File: config.mk
export PLATFORM = sky130hd
export DESIGN_NAME = sem_flag_unit
export DESIGN_NICKNAME = d
export VERILOG_FILES = /design/src/rtl/sem_flag_pkg.sv /design/src/rtl/sem_port_dec.sv /design/src/rtl/sem_flag_cell.sv /design/src/rtl/sem_read_mux.sv /design/src/rtl/sem_flag_unit.sv
export SDC_FILE = /design/constraint.sdc
export NUM_CORES = 1
export LEC_CHECK = 0
export ABC_AREA = 1
export BUFFER_PORTS_ARGS = -buffer_cell sky130_fd_sc_hd__buf_2
export CAP_MARGIN = 20
export CORE_AREA = 2 2 81 83
export CTS_BUF_LIST = sky130_fd_sc_hd__clkbuf_8
export CTS_CLUSTER_SIZE = 24
export DETAILED_ROUTE_END_ITERATION = 12
export DIE_AREA = 0 0 83 85
export GPL_TIMING_DRIVEN = 1
export SLEW_MARGIN = 0
export SYNTH_ARGS = -nofsm -noshare
export SYNTH_HDL_FRONTEND = slang
export SYNTH_SLANG_ARGS = --single-unit
export TNS_END_PERCENT = 50
File: constraint.sdc
create_clock -name clk_i -period 1.46 [get_ports clk_i]
set_input_delay 0.292 -clock clk_i [delete_from_list [all_inputs] [get_ports clk_i]]
set_output_delay 0.292 -clock clk_i [all_outputs]
set_load 0.1 [all_outputs]
File: src/rtl/sem_flag_pkg.sv
package sem_flag_pkg;
  typedef enum logic [1:0] {
    HOLD_NONE  = 2'd0,
    HOLD_LEFT  = 2'd1,
    HOLD_RIGHT = 2'd2
  } holder_e;
endpackage

File: src/rtl/sem_port_dec.sv
module sem_port_dec #(
  parameter int N_FLAGS = 8,
  localparam int IDX_W = $clog2(N_FLAGS)
) (
  input  logic               mem_en_ni,
  input  logic               sem_en_ni,
  input  logic               wr_i,
  input  logic [IDX_W-1:0]   idx_i,
  input  logic               wbit_i,
  output logic [N_FLAGS-1:0] req_o,
  output logic [N_FLAGS-1:0] rel_o,
  output logic               standby_o
);
  logic acc_wr;

  assign acc_wr    = ~sem_en_ni & wr_i;
  assign standby_o = mem_en_ni & sem_en_ni;

  for (genvar g = 0; g < N_FLAGS; g++) begin : g_sel
    logic hit;
    assign hit      = acc_wr && (idx_i == IDX_W'(g));
    assign req_o[g] = hit & ~wbit_i;
    assign rel_o[g] = hit &  wbit_i;
  end
endmodule

File: src/rtl/sem_flag_cell.sv
module sem_flag_cell
  import sem_flag_pkg::*;
(
  input  logic clk_i,
  input  logic rst_ni,
  input  logic l_req_i,
  input  logic l_rel_i,
  input  logic r_req_i,
  input  logic r_rel_i,
  output logic own_l_o,
  output logic own_r_o,
  output logic pend_l_o,
  output logic pend_r_o
);
  holder_e holder_q, holder_d, held;
  logic    pend_l_q, pend_l_d, pend_r_q, pend_r_d;
  logic    want_l, want_r, upd_en;

  // State moves only on a write to this flag.
  assign upd_en = l_req_i | l_rel_i | r_req_i | r_rel_i;

  always_comb begin
    want_l = (pend_l_q | l_req_i) & ~l_rel_i;
    want_r = (pend_r_q | r_req_i) & ~r_rel_i;

    held = holder_q;
    if (holder_q == HOLD_LEFT && l_rel_i)  held = HOLD_NONE;
    if (holder_q == HOLD_RIGHT && r_rel_i) held = HOLD_NONE;

    holder_d = held;
    if (held == HOLD_NONE) begin
      if (want_l)      holder_d = HOLD_LEFT;
      else if (want_r) holder_d = HOLD_RIGHT;
    end

    pend_l_d = want_l && (holder_d != HOLD_LEFT);
    pend_r_d = want_r && (holder_d != HOLD_RIGHT);
  end

  always_ff @(posedge clk_i or negedge rst_ni) begin
    if (!rst_ni) begin
      holder_q <= HOLD_NONE;
      pend_l_q <= 1'b0;
      pend_r_q <= 1'b0;
    end else if (upd_en) begin
      holder_q <= holder_d;
      pend_l_q <= pend_l_d;
      pend_r_q <= pend_r_d;
    end
  end

  assign own_l_o  = (holder_q == HOLD_LEFT);
  assign own_r_o  = (holder_q == HOLD_RIGHT);
  assign pend_l_o = pend_l_q;
  assign pend_r_o = pend_r_q;
endmodule

File: src/rtl/sem_read_mux.sv
module sem_read_mux #(
  parameter int N_FLAGS = 8,
  localparam int IDX_W = $clog2(N_FLAGS)
) (
  input  logic               sem_en_ni,
  input  logic [IDX_W-1:0]   idx_i,
  input  logic [N_FLAGS-1:0] own_i,
  output logic               rbit_o
);
  always_comb begin
    rbit_o = 1'b1;
    if (!sem_en_ni) rbit_o = ~own_i[idx_i];
  end
endmodule

File: src/rtl/sem_flag_unit.sv
module sem_flag_unit #(
  parameter int N_FLAGS = 8,
  localparam int IDX_W = $clog2(N_FLAGS)
) (
  input  logic             clk_i,
  input  logic             rst_ni,
  input  logic             l_mem_en_ni,
  input  logic             l_sem_en_ni,
  input  logic             l_wr_i,
  input  logic [IDX_W-1:0] l_idx_i,
  input  logic             l_wbit_i,
  output logic             l_rbit_o,
  output logic             l_standby_o,
  input  logic             r_mem_en_ni,
  input  logic             r_sem_en_ni,
  input  logic             r_wr_i,
  input  logic [IDX_W-1:0] r_idx_i,
  input  logic             r_wbit_i,
  output logic             r_rbit_o,
  output logic             r_standby_o
);
  logic [1:0]         rst_sync_q;
  logic               rst_sync_n;
  logic [N_FLAGS-1:0] l_req, l_rel, r_req, r_rel;
  logic [N_FLAGS-1:0] own_l, own_r, pend_l, pend_r;

  always_ff @(posedge clk_i or negedge rst_ni) begin
    if (!rst_ni) rst_sync_q <= 2'b00;
    else         rst_sync_q <= {rst_sync_q[0], 1'b1};
  end
  assign rst_sync_n = rst_sync_q[1];

  sem_port_dec #(.N_FLAGS(N_FLAGS)) u_dec_l (
    .mem_en_ni(l_mem_en_ni), .sem_en_ni(l_sem_en_ni), .wr_i(l_wr_i),
    .idx_i(l_idx_i), .wbit_i(l_wbit_i),
    .req_o(l_req), .rel_o(l_rel), .standby_o(l_standby_o)
  );

  sem_port_dec #(.N_FLAGS(N_FLAGS)) u_dec_r (
    .mem_en_ni(r_mem_en_ni), .sem_en_ni(r_sem_en_ni), .wr_i(r_wr_i),
    .idx_i(r_idx_i), .wbit_i(r_wbit_i),
    .req_o(r_req), .rel_o(r_rel), .standby_o(r_standby_o)
  );

  for (genvar g = 0; g < N_FLAGS; g++) begin : g_flag
    sem_flag_cell u_cell (
      .clk_i(clk_i), .rst_ni(rst_sync_n),
      .l_req_i(l_req[g]), .l_rel_i(l_rel[g]),
      .r_req_i(r_req[g]), .r_rel_i(r_rel[g]),
      .own_l_o(own_l[g]), .own_r_o(own_r[g]),
      .pend_l_o(pend_l[g]), .pend_r_o(pend_r[g])
    );
  end

  sem_read_mux #(.N_FLAGS(N_FLAGS)) u_rd_l (
    .sem_en_ni(l_sem_en_ni), .idx_i(l_idx_i), .own_i(own_l), .rbit_o(l_rbit_o)
  );

  sem_read_mux #(.N_FLAGS(N_FLAGS)) u_rd_r (
    .sem_en_ni(r_sem_en_ni), .idx_i(r_idx_i), .own_i(own_r), .rbit_o(r_rbit_o)
  );
endmodule

==> reports/summary.txt <==
Clock Tree Root: clkbuf_8
starting density of the core: 0.390
area share of fa/ha/maj cells after synthesis: 0
Hold WC Path Type: reg -> async
TritonCTS clock tree: yes
Initial DRC Count: 151
Final Hold Viols: 0
n_diodes: 0
number of enable flip-flop cells after synthesis: 0
Period minus WS final: 1.67 ns
Longest Clk Path Bufs: 2
layout cells sized above 1: 0.209
crit path capture type: output pin
logic gate share of total power: 0.398
failing checks: setup timing
synth cell count leaders: 163 x nand2_1, 57 x inv_1, 40 x o21ai_0, 34 x dfrtp_1, 31 x nand3_1
ys async rst share: 1.00
Synth Area per Inst: 6.27 µm²
dominant cell type by area after synthesis: dfrtp_1
Vias/cell: 4.94
drt drc: 0
via count: 2603
Max-cap violations: 0
Power Density: 1110 nW/µm²
routed len/inst: 11.8 µm
core area: 6200 µm²
post-synthesis mux area share: 0
total power: 3.45 mW
post-synthesis sequential area ratio: 0.352
total global routing overflow: 0
TritonCTS Buffers: 5
Psw: 1.37 mW
Gate Count Post-Synth: 386
final period utilization: 1.15
Layout Skew: 0.00302 ns
worst vdd ir: 0.608 mV
Filler cells: 627
Pint: 2.09 mW
Clock transition at path regs: 0.07 ns
CP peak stage delay: 0.40 ns
RD Place Congestion: 0.898
slowest CP cell: dfrtp_1
critical path's top delay family: flip-flops
sw frac: 0.396
critical path peak fanout: 3
WS Path Type: reg -> out
Die ar.: 7060 µm²
Pins Over Slew Limit: 0
initial antenna violation count: 0
Nets: 465
IO Port Bufs: 19
Synth Area in XOR/XNOR: 0
startpoint types: register
status: complete, but fails checks
Simple-Gate Fraction of Synth Area: 0.409
Area contributors post-synth: dfrtp_1 35%, nand2_1 25%, inv_1 8.8%
GRT Overall Usage: 0.193
setup repair after global routing missed its margin: true
num ports: 20
post-route ant nets: 0
largest net degree at the start of global routing: 26
final wirelength: 6190 µm
f_max: 598 MHz
Compound-Gate Fraction of Synth Area: 0.135
commonest register cell after synthesis: dfrtp_1
Synth Register Bits: 34
first-pass GRT wire length: 11000 µm
Area growth, synth to finish: 28.5%
drt first pass iters: 5
Die Height: 85 µm
Synth cell types: 18
part of the power in the clock network: 0.219
Die W: 83 µm
post-synth top area share: 0.352
vias in the first global route: 2447
Syn Nets: 402
crit path cell chain: inv_2 > o21ai_2 > nand4_1 > nand2_1 > nand3_2 > buf_12
clk_lat worst skew: 0.29 ns
worst path required time: 1.17 ns
CTS H-tree lvls: 2
setup tns final: -0.403 ns
main combinational cell family by area after synthesis: simple AND/OR/NAND/NOR gates
WP buf/inv: 2
TritonCTS Sinks: 34
leakage: 1.66 nW
mapped cell area: 2420 µm²
Final setup viols: 2
DP HPWL: 4800 µm
cell with the most instances after synthesis: nand2_1
Sequential Power Share: 0.383
Std-Cell Rows: 29
Final Worst Setup Slack: -0.214 ns
crit path DAT: 1.38 ns
Syn. warnings: 0
final timing paths:
path | depth (start not counted) | end | slack [ns] | from
max in group asynchronous | 1 | g_flag[5].u_cell.holder_q[0] | 0.83 | rst_sync_q[1]
hold reg to reg | 0 | g_flag[0].u_cell.pend_r_o | 0.16 | rst_sync_q[1]
setup reg to reg | 10 | g_flag[4].u_cell.pend_r_o | 0.17 | g_flag[4].u_cell.holder_q[1]
hold / removal | 0 | g_flag[0].u_cell.pend_r_o | 0.16 | rst_sync_q[1]
min in group clk_i | 0 | rst_sync_q[1] | 0.37 | rst_sync_q[0]
setup / recovery | 6 | r_rbit_o | -0.21 | g_flag[5].u_cell.holder_q[1]
cell families (layout without fill, tap and decap cells):
| logic type | count (synthesis) | in the layout |
|---|---|---|
| AOI/OAI and AO/OA | 60 | 60 |
| buffers and inverters | 63 | 127 |
| DFF | 34 | 34 |
| other | 1 | 1 |
| and+or+nand+nor | 228 | 228 |
final cells by class:
type | instances | area (µm²) | share of cell area
clock buffers | 6 | 82.6 | 0.0266
clock inverters | 2 | 8.76 | 0.00282
inverters | 58 | 218 | 0.0700
multi-input cells | 289 | 1350 | 0.436
flip-flops and latches | 34 | 851 | 0.274
well taps | 77 | 96.3 | 0.0310
repair buffers | 61 | 498 | 0.160
power by group through the flow:
| stage | logic (mW) | clock network (mW) | registers (mW) |
|---|---|---|---|
| after floorplan | 0.892 | 0 | 1.29 |
| after global placement | 1.29 | 0 | 1.32 |
| after detailed placement | 1.29 | 0 | 1.32 |
| after CTS | 1.32 | 0.770 | 1.32 |
| after global routing | 1.57 | 0.807 | 1.35 |
| final | 1.38 | 0.755 | 1.32 |
registers in the layout (all words and copies together), names as in the netlist:
| signal | cells |
|---|---|
| g_flag.u_cell.holder_q | 16 |
| g_flag.u_cell.pend_l_o | 8 |
| g_flag.u_cell.pend_r_o | 8 |
| rst_sync_q | 2 |
routing by layer:
metal  wire length [µm]  track usage  part of all wire
met5                  0            0                 0
met1               2940        0.255              0.47
met4                128       0.0656             0.021
met2               2800        0.315              0.45
met3                330       0.0409             0.053
repair_timing:
action | CTS | global route
pin swaps | 1 | 5
resized for setup | 15 | 9
endpoints found under the hold margin | 2 | 0
gates cloned | 0 | 0
buffers inserted | 0 | 4
hold buffers | 1 | 0
endpoints found under the setup margin | 2 | 2
layout by cell type, fill, tap and decap left out:
cell / instances
a21oi_1: 8
buf_12: 6
buf_2: 15
buf_4: 39
clkbuf_8: 6
clkinv_2: 1
conb_1: 1
dfrtp_1: 34
dlygate4sd3_1: 1
inv_1: 56
inv_2: 3
nand2_1: 163
nand2_2: 3
nand3_1: 29
nand3_2: 2
nand3_4: 1
nand4_1: 12
nor2_1: 11
nor2_2: 2
nor2_4: 5
o21ai_0: 25
o21ai_1: 8
o21ai_2: 11
o22ai_1: 8
per-stage QoR:
stage | hold WS [ns] | setup WS, ns | util | std cells | cell area (µm²)
global placement | 0.0776 | -0.165 | 0.475 | 514 | 2950
detailed placement | 0.0817 | -0.154 | 0.475 | 514 | 2950
CTS | 0.176 | -0.218 | 0.493 | 523 | 3060
floorplan | -0.00359 | -0.0525 | - | 386 | 2430
global route | 0.203 | -0.307 | 0.501 | 527 | 3110
finish | 0.158 | -0.214 | 0.501 | 527 | 3110
Note: power is estimated with default switching activity, not from simulation.
